File: config.mk
export PLATFORM = sky130hd
export DESIGN_NAME = flash_host_front
export DESIGN_NICKNAME = d
export VERILOG_FILES = /design/src/rtl/flash_fe_pkg.sv /design/src/rtl/flash_wr_strobe.sv /design/src/rtl/flash_cmd_wsm.sv /design/src/rtl/flash_read_path.sv /design/src/rtl/flash_host_front.sv
export SDC_FILE = /design/constraint.sdc
export NUM_CORES = 1
export LEC_CHECK = 0
export CAP_MARGIN = 20
export CORE_AREA = 2 2 51 73
export CTS_CLUSTER_DIAMETER = 150
export CTS_CLUSTER_SIZE = 14
export DETAILED_ROUTE_END_ITERATION = 8
export DIE_AREA = 0 0 53 75
export DONT_BUFFER_PORTS = 1
export HOLD_SLACK_MARGIN = 0.15
export PLACE_DENSITY = 0.56
export SLEW_MARGIN = 20
export SYNTH_ARGS = -nofsm -noshare
export SYNTH_HDL_FRONTEND = slang
export SYNTH_SLANG_ARGS = --single-unit
File: constraint.sdc
create_clock -name clk -period 2.6 [get_ports clk]
set_input_delay 0.26 -clock clk [delete_from_list [all_inputs] [get_ports clk]]
set_output_delay 0.26 -clock clk [all_outputs]
set_load 0.1 [all_outputs]
File: src/rtl/flash_fe_pkg.sv
package flash_fe_pkg;
  typedef enum logic [1:0] {
    SRC_ARRAY  = 2'd0,
    SRC_STATUS = 2'd1,
    SRC_ID     = 2'd2
  } rd_src_e;

  typedef enum logic [1:0] {
    M_ARRAY    = 2'd0,
    M_STATUS   = 2'd1,
    M_PROG_ARM = 2'd2,
    M_ERAS_ARM = 2'd3
  } cmd_mode_e;

  localparam logic [7:0] OP_PROGRAM  = 8'h40;
  localparam logic [7:0] OP_PROG_ALT = 8'h10;
  localparam logic [7:0] OP_ERASE    = 8'h20;
  localparam logic [7:0] OP_CONFIRM  = 8'hD0;
  localparam logic [7:0] OP_STATUS   = 8'h70;
  localparam logic [7:0] OP_CLEAR    = 8'h50;
  localparam logic [7:0] OP_ARRAY    = 8'hFF;
endpackage

File: src/rtl/flash_wr_strobe.sv
module flash_wr_strobe (
  input  logic clk,
  input  logic pwr_rst_n,
  input  logic chip_sel_n,
  input  logic wr_en_n,
  output logic wr_stb
);
  logic we_q;

  always_ff @(posedge clk) begin
    if (!pwr_rst_n) we_q <= 1'b1;
    else            we_q <= wr_en_n;
  end

  // rising edge of the strobe with the chip selected
  assign wr_stb = pwr_rst_n && !chip_sel_n && !we_q && wr_en_n;
endmodule

File: src/rtl/flash_cmd_wsm.sv
module flash_cmd_wsm
  import flash_fe_pkg::*;
#(
  parameter int AW          = 10,
  parameter int BOOT_WORDS  = 64,
  parameter int BUSY_CYCLES = 8
) (
  input  logic          clk,
  input  logic          pwr_rst_n,
  input  logic          wr_stb,
  input  logic [AW-1:0] wr_addr,
  input  logic [15:0]   wr_data,
  input  logic          byte_mode,
  input  logic          byte_lane,
  input  logic          unlock_hv,
  input  logic          wr_prot_n,
  output logic          mem_we,
  output logic [1:0]    mem_be,
  output logic [15:0]   mem_wdata,
  output logic          rd_status,
  output logic          ready,
  output logic [7:0]    status
);
  localparam int CW = $clog2(BUSY_CYCLES + 1);
  localparam logic [CW-1:0] BUSY_LOAD  = CW'(BUSY_CYCLES);
  localparam logic [AW-1:0] BOOT_LIMIT = AW'(BOOT_WORDS);

  cmd_mode_e     mode;
  logic [CW-1:0] busy_cnt;
  logic          err_erase, err_prog, err_lock;
  logic [7:0]    cmd;
  logic          boot_hit, allow, accept;

  assign cmd      = wr_data[7:0];
  assign ready    = (busy_cnt == '0);
  assign boot_hit = (wr_addr < BOOT_LIMIT);
  assign allow    = !boot_hit || unlock_hv || wr_prot_n;
  assign accept   = wr_stb && ready;

  assign mem_we    = accept && (mode == M_PROG_ARM) && allow;
  assign mem_be    = byte_mode ? (byte_lane ? 2'b10 : 2'b01) : 2'b11;
  assign mem_wdata = byte_mode ? {wr_data[7:0], wr_data[7:0]} : wr_data;

  assign rd_status = (mode != M_ARRAY);
  assign status    = {ready, 1'b0, err_erase, err_prog, 2'b00, err_lock, 1'b0};

  always_ff @(posedge clk) begin
    if (!pwr_rst_n) begin
      mode      <= M_ARRAY;
      busy_cnt  <= '0;
      err_erase <= 1'b0;
      err_prog  <= 1'b0;
      err_lock  <= 1'b0;
    end else begin
      if (busy_cnt != '0) busy_cnt <= busy_cnt - 1'b1;
      if (accept) begin
        case (mode)
          M_PROG_ARM: begin
            mode <= M_STATUS;
            if (allow) busy_cnt <= BUSY_LOAD;
            else begin
              err_prog <= 1'b1;
              err_lock <= 1'b1;
            end
          end
          M_ERAS_ARM: begin
            mode <= M_STATUS;
            if (cmd != OP_CONFIRM) begin
              err_erase <= 1'b1;
              err_prog  <= 1'b1;
            end else if (allow) begin
              busy_cnt <= BUSY_LOAD;
            end else begin
              err_erase <= 1'b1;
              err_lock  <= 1'b1;
            end
          end
          default: begin
            case (cmd)
              OP_PROGRAM, OP_PROG_ALT: mode <= M_PROG_ARM;
              OP_ERASE:                mode <= M_ERAS_ARM;
              OP_STATUS:               mode <= M_STATUS;
              OP_CLEAR: begin
                err_erase <= 1'b0;
                err_prog  <= 1'b0;
                err_lock  <= 1'b0;
              end
              default:                 mode <= M_ARRAY;
            endcase
          end
        endcase
      end
    end
  end
endmodule

File: src/rtl/flash_read_path.sv
module flash_read_path
  import flash_fe_pkg::*;
#(
  parameter logic [15:0] MFR_CODE = 16'h0051,
  parameter logic [15:0] DEV_CODE = 16'h22D6
) (
  input  logic        clk,
  input  logic        pwr_rst_n,
  input  logic        sig_hv,
  input  logic        rd_status,
  input  logic        addr0,
  input  logic        byte_mode,
  input  logic        byte_lane,
  input  logic [7:0]  status,
  input  logic [15:0] mem_rdata,
  output logic [15:0] dq_out
);
  rd_src_e     src_q;
  logic        lane_q, bytem_q;
  logic [15:0] idw_q;
  logic [7:0]  stat_q;
  logic [15:0] word;

  always_ff @(posedge clk) begin
    if (!pwr_rst_n) begin
      src_q   <= SRC_ARRAY;
      lane_q  <= 1'b0;
      bytem_q <= 1'b0;
      idw_q   <= '0;
      stat_q  <= '0;
    end else begin
      src_q   <= sig_hv ? SRC_ID : (rd_status ? SRC_STATUS : SRC_ARRAY);
      lane_q  <= byte_lane;
      bytem_q <= byte_mode;
      idw_q   <= addr0 ? DEV_CODE : MFR_CODE;
      stat_q  <= status;
    end
  end

  always_comb begin
    case (src_q)
      SRC_STATUS: word = {8'h00, stat_q};
      SRC_ID:     word = idw_q;
      default:    word = mem_rdata;
    endcase
    if (!bytem_q)                dq_out = word;
    else if (src_q == SRC_ARRAY) dq_out = {8'h00, lane_q ? word[15:8] : word[7:0]};
    else                         dq_out = {8'h00, word[7:0]};
  end
endmodule

File: src/rtl/flash_host_front.sv
module flash_host_front
  import flash_fe_pkg::*;
#(
  parameter int          AW          = 10,
  parameter int          BOOT_WORDS  = 64,
  parameter int          BUSY_CYCLES = 8,
  parameter logic [15:0] MFR_CODE    = 16'h0051,
  parameter logic [15:0] DEV_CODE    = 16'h22D6
) (
  input  logic          clk,
  input  logic          pwr_rst_n,
  input  logic          rst_unlock,
  input  logic          chip_sel_n,
  input  logic          out_en_n,
  input  logic          wr_en_n,
  input  logic          wr_prot_n,
  input  logic          sig_hv,
  input  logic          byte_sel_n,
  input  logic [AW-1:0] addr,
  input  logic [15:0]   dq_in,
  output logic [15:0]   dq_out,
  output logic          dq_oe_lo,
  output logic          dq_oe_hi,
  output logic [AW-1:0] mem_addr,
  output logic          mem_we,
  output logic [1:0]    mem_be,
  output logic [15:0]   mem_wdata,
  input  logic [15:0]   mem_rdata
);
  logic       wr_stb, rd_status, wsm_ready, byte_mode, byte_lane, unlock_hv, rd_en;
  logic [7:0] status;

  assign byte_mode = !byte_sel_n;
  assign byte_lane = byte_mode && dq_in[15];
  assign unlock_hv = rst_unlock && pwr_rst_n;
  assign mem_addr  = addr;

  assign rd_en    = pwr_rst_n && !chip_sel_n && !out_en_n;
  assign dq_oe_lo = rd_en;
  assign dq_oe_hi = rd_en && byte_sel_n;

  flash_wr_strobe u_stb (
    .clk(clk), .pwr_rst_n(pwr_rst_n), .chip_sel_n(chip_sel_n),
    .wr_en_n(wr_en_n), .wr_stb(wr_stb)
  );

  flash_cmd_wsm #(.AW(AW), .BOOT_WORDS(BOOT_WORDS), .BUSY_CYCLES(BUSY_CYCLES)) u_wsm (
    .clk(clk), .pwr_rst_n(pwr_rst_n), .wr_stb(wr_stb), .wr_addr(addr),
    .wr_data(dq_in), .byte_mode(byte_mode), .byte_lane(byte_lane),
    .unlock_hv(unlock_hv), .wr_prot_n(wr_prot_n), .mem_we(mem_we),
    .mem_be(mem_be), .mem_wdata(mem_wdata), .rd_status(rd_status),
    .ready(wsm_ready), .status(status)
  );

  flash_read_path #(.MFR_CODE(MFR_CODE), .DEV_CODE(DEV_CODE)) u_rd (
    .clk(clk), .pwr_rst_n(pwr_rst_n), .sig_hv(sig_hv), .rd_status(rd_status),
    .addr0(addr[0]), .byte_mode(byte_mode), .byte_lane(byte_lane),
    .status(status), .mem_rdata(mem_rdata), .dq_out(dq_out)
  );
endmodule

# == Yosys cells after proc, flatten, opt, wreduce, memory -nomap -nowiden ==
# Index checks and enable logic that the tools add are counted.
# Widths: inputs -> output; s select.
# word_totals
register_bits,38
out_inout_bits,47
word_cells,88
input_bits,51
# classes
mux,26
n_reduce_logical,30
magnitude_cmp,1
eq_ne,15
addsub,1
bitwise,2
# ops
cell,count
$mux 16,2
$pmux 16 s2,1
$eq 8x7->1 const B,3
$mux 4,4
$mux 8,2
$mux 14,1
$logic_and 1x1->1,10
$lt 10x7->1 const B,1
$eq 8x5->1 const B,1
$eq 8x6->1 const B,1
$mux 2,4
$ne 8x8->1 const B,1
$pmux 2 s4,1
$pmux 4 s2,1
$reduce_and 4->1,2
$mux 1,7
$eq 2x2->1 const B,3
$ne 2x2->1 const B,3
$pmux 1 s2,3
$reduce_or 2->1,3
$logic_not 1->1,5
$logic_not 4->1,1
$reduce_bool 2->1,2
$reduce_bool 4->1,1
other kinds (10),12

# == Longest topological paths before layout ==
# depth
ltp_word,8
depth_mapped,6

# == Modules after synthesis ==
# A second synthesis with hierarchy kept.
# unflattened
hier_cells,194
hier_area_um2,1690.4
# modules_own_cells
module,area_per_inst_um2,n_inst,cells_per_inst
flash_cmd_wsm,804.5,1,95
flash_read_path,735.7,1,81
flash_host_front,111.4,1,15
flash_wr_strobe,38.8,1,3

# == Worst setup path before layout ==
# No wires, ideal clock.
# synth_timing
kind,input port to output port
startpoint,in pwr_rst_n
endpoint,out dq_oe_hi
path_buffers,1
arrival_ns,3.714
slack_ns,-1.374
required_time_ns,2.340
cell_stages,3
cell_sequence,clkbuf_1 nor3b_1 and2_1
# synth_between
elab_chain_cells,3
# synth_rtl
element,line,text
start: declaration,flash_host_front.sv:11,"input logic pwr_rst_n,"
$logic_and 1x1->1 (2 in a row),flash_host_front.sv:38,assign rd_en = pwr_rst_n && !chip_sel_n && !out_en_n;
via dq_oe_lo,flash_host_front.sv:22,"output logic dq_oe_lo,"
$logic_and 1x1->1,flash_host_front.sv:40,assign dq_oe_hi = rd_en && byte_sel_n;
end: declaration,flash_host_front.sv:23,"output logic dq_oe_hi,"
# The timed path passes the listed nets, and every way through them passes these cells.

# == Worst setup path in the final report ==
# layout_timing
startpoint,reg u_rd.src_q[0]
endpoint,out dq_out[5]
# layout_between
elab_chain_cells,5
# layout_rtl
element,line,text
start: declaration,flash_read_path.sv:18,rd_src_e src_q;
start signal: assignment,flash_read_path.sv:32,src_q <= sig_hv ? SRC_ID : (rd_status ? SRC_STATUS : SRC_ARRAY);
$eq 2x2->1 / $eq 2x1->1 (equally long branches),flash_read_path.sv:41,case (src_q)
$pmux 16 s2,flash_read_path.sv:41,
$mux 8 (2 in a row),flash_read_path.sv:47,"else if (src_q == SRC_ARRAY) dq_out = {8'h00, lane_q ? word[15:8] : word[7:0]};"
$mux 16 (*),flash_read_path.sv:46,if (!bytem_q) dq_out = word;
end: declaration,flash_host_front.sv:21,"output logic [15:0] dq_out,"
# Every way passes the cells marked *; elsewhere a longest branch is shown, timed or not.

==> metrics.cfg <==
[status]
outcome=complete, no violations

[placed_design]
gp_congestion=0.708
port_buffers=0
placed_cell_area_sq_um=1560
hpwl_um=2550

[route]
avgViaCountPerCell=5.47
route.detailed.drc=0
wl_per_cell_um=14.1
drtIter0Drc=21
num_vias=1203
routed_wirelength_um=3110
ant_nets=0
drt_pass1_iterations=4

[power_and_ir_drop]
p_per_area_nw_per_um2=641
switching_share=0.426
p_sw_mw=0.458
peakVddDrop_uv=505
p_total_mw=1.07
p_leak_nw=0.702
p_seq_frac=0.356
pwr-share-clk=0.188
intPower_mw=0.616
combPwrFrac=0.456

[timing]
maxSlewViolCount=0
worst_slew_pin_slew_ns=0.504
fin_crit_ns=2.15
hold_viol_final=0
holdWs_ns=0.157
rsz0062_at_grt=false
setup_viol=0
clock_skew_ns=0.00180
slew_headroom=0.661
max_freq_mhz=466
min_period_over_period=0.826

[floorplanning]
die_h_um=75
dieArea_sq_um=3980
core_sq_um=3280
initial_core_util=0.441
ios=98
fp.dieW_um=53
rows=25

[clock_tree]
h-tree-depth=1
cts_resized=0
cts_sinks=21
clock-root-buffer=clkbuf_8
clkLatencyLatePin_ns=0.25
cts_buffers=3
cts_tree=yes
clk_pin_slew_ns=0.07
clock_path_buffers=2
hold_buffers=6
cts_setup_buffers=0

[global_routing]
grt_first_pass_wirelength_um=4560
grt_usage=0.151
grt_max_degree=13
grt_antenna_before_repair=0
globalRouteOverflowTotal=0
grt_pass1_vias=1092

[setup_path]
cp_top_family=adder cells
cpPeakStageDelay_ns=0.45
cp-end-kind=output port
start_kind=flop
path_cells=inv_1, ha_1, nand3_1, a21oi_1, a21o_1, buf_4
critPathBufInv=2
slowest_stage=ha_1
critical_path_class=reg2out
cp_max_fo=9
cp.required_ns=2.34
cp_data_arrival_time_ns=1.89

[hold_path]
min_path_type=in2reg

[synth]
ys.flop_type=dfxtp_1
synthArstFlopShare=0
netlist.top_cell.by_area=dfxtp_1
synth_nets=227
synth_cells=172
avgSynthCellArea_sq_um=8.42
ys_ff_latch=21
syn_area_sq_um=1450
yosys_warnings=0
synth_top_family_by_area=simple AND/OR/NAND/NOR gates
synthSimpleGateAreaFrac=0.262
synth_edf_count=0
synth-compound-area-share=0.154
yosysUniqueCellTypes=42
synthAdderAreaFrac=0.0345
synth.top_cell.area_share=0.290
seq_area_frac_synth=0.290
yosysMostFrequentCell=dfxtp_1
synthMuxAreaShare=0.117
yosys-top-cells-count=dfxtp_1 (21), buf_4 (18), and2_1 (17)
synthXorXnorAreaFrac=0.0121
synth_area_leaders=dfxtp_1 (29%), buf_4 (9.3%), and2_1 (7.3%)

[finish]
syn_to_final_growth_pct=15.6
num-fill-cells=319
stdcell_area_sq_um=1680
antenna_cells=0
nNetsFinal=236
layout-drive-gt1-share=0.272

[job]
cap_violations=0

[path summary, 6_finish.rpt]
kind	startpoint	slack, ns	cells after the start	end
worst max-delay path	u_rd.src_q[0]	0.45	6	dq_out[5]
worst min register to register	u_wsm.err_lock	0.46	1	u_rd.stat_q[1]
worst min-delay path	pwr_rst_n	0.16	2	u_wsm.mode[0]
worst max register to register	u_wsm.busy_cnt[0]	0.80	6	u_wsm.err_erase
[power groups by stage]
stage	registers [mW]	logic [mW]	clock network (mW)
after floorplan	0.382	0.534	0
after global placement	0.386	0.471	0
after detailed placement	0.388	0.481	0
after CTS	0.381	0.491	0.211
after global routing	0.387	0.521	0.226
final	0.382	0.490	0.202
[metal layers]
| layer | share of wire | vias up | GRT usage | wire (um) |
|---|---|---|---|---|
| li1 | - | 601 | - | - |
| met1 | 0.38 | 545 | 0.165 | 1170 |
| met2 | 0.53 | 53 | 0.283 | 1660 |
| met3 | 0.081 | 4 | 0.0238 | 253 |
| met4 | 0.0096 | 0 | 0.0598 | 30 |
| met5 | 0 | - | 0 | 0 |
[state kept, by name (all words and copies together) (netlist names)]
| name | flops |
|---|---|
| u_rd.bytem_q | 1 |
| u_rd.idw_q | 3 |
| u_rd.lane_q | 1 |
| u_rd.src_q | 2 |
| u_rd.stat_q | 4 |
| u_stb.we_q | 1 |
| u_wsm.busy_cnt | 4 |
| u_wsm.err_erase | 1 |
| u_wsm.err_lock | 1 |
| u_wsm.err_prog | 1 |
| u_wsm.mode | 2 |
[final cells by class]
type,count,area (sq um),share of cell area
Clock buffer,4,45.0,0.0269
Inverter,6,22.5,0.0134
Multi-Input combinational cell,119,895,0.534
Sequential cell,21,420,0.251
Tap cell,40,50.0,0.0299
Timing Repair Buffer,30,243,0.145
[layout by cell type (no fill, tap or decap), drive strengths merged, types with 4 or more instances in the layout]
master,count
inv,6
a21oi,7
clkbuf,4
and2,17
nand3,5
o21ai,10
ha,4
dfxtp,21
buf,23
nor2,4
nand2,8
mux2,8
nand2b,6
dlygate4sd3,7
mux2i,8
nand4,4
[stage by stage]
stage | setup slack [ns] | instances | util | TNS [ns]
finish | 0.452 | 220 | 0.510 | 0
global route | 0.263 | 220 | 0.510 | 0
CTS | 0.441 | 219 | 0.507 | 0
detailed placement | 0.505 | 209 | 0.475 | 0
global placement | 0.547 | 209 | 0.475 | 0
floorplan | -0.125 | 172 | - | -0.484
[logic make-up (layout without fill, tap and decap cells)]
group / after synthesis / in the layout
AO/OA/AOI/OAI: 33 / 33
XOR/XNOR: 2 / 2
multiplexers: 16 / 16
AND/OR/NAND/NOR: 64 / 64
flip-flops: 21 / 21
buffers and inverters: 32 / 40
adder cells (fa/ha/maj): 4 / 4
Note: power is estimated with default switching activity, not from simulation.
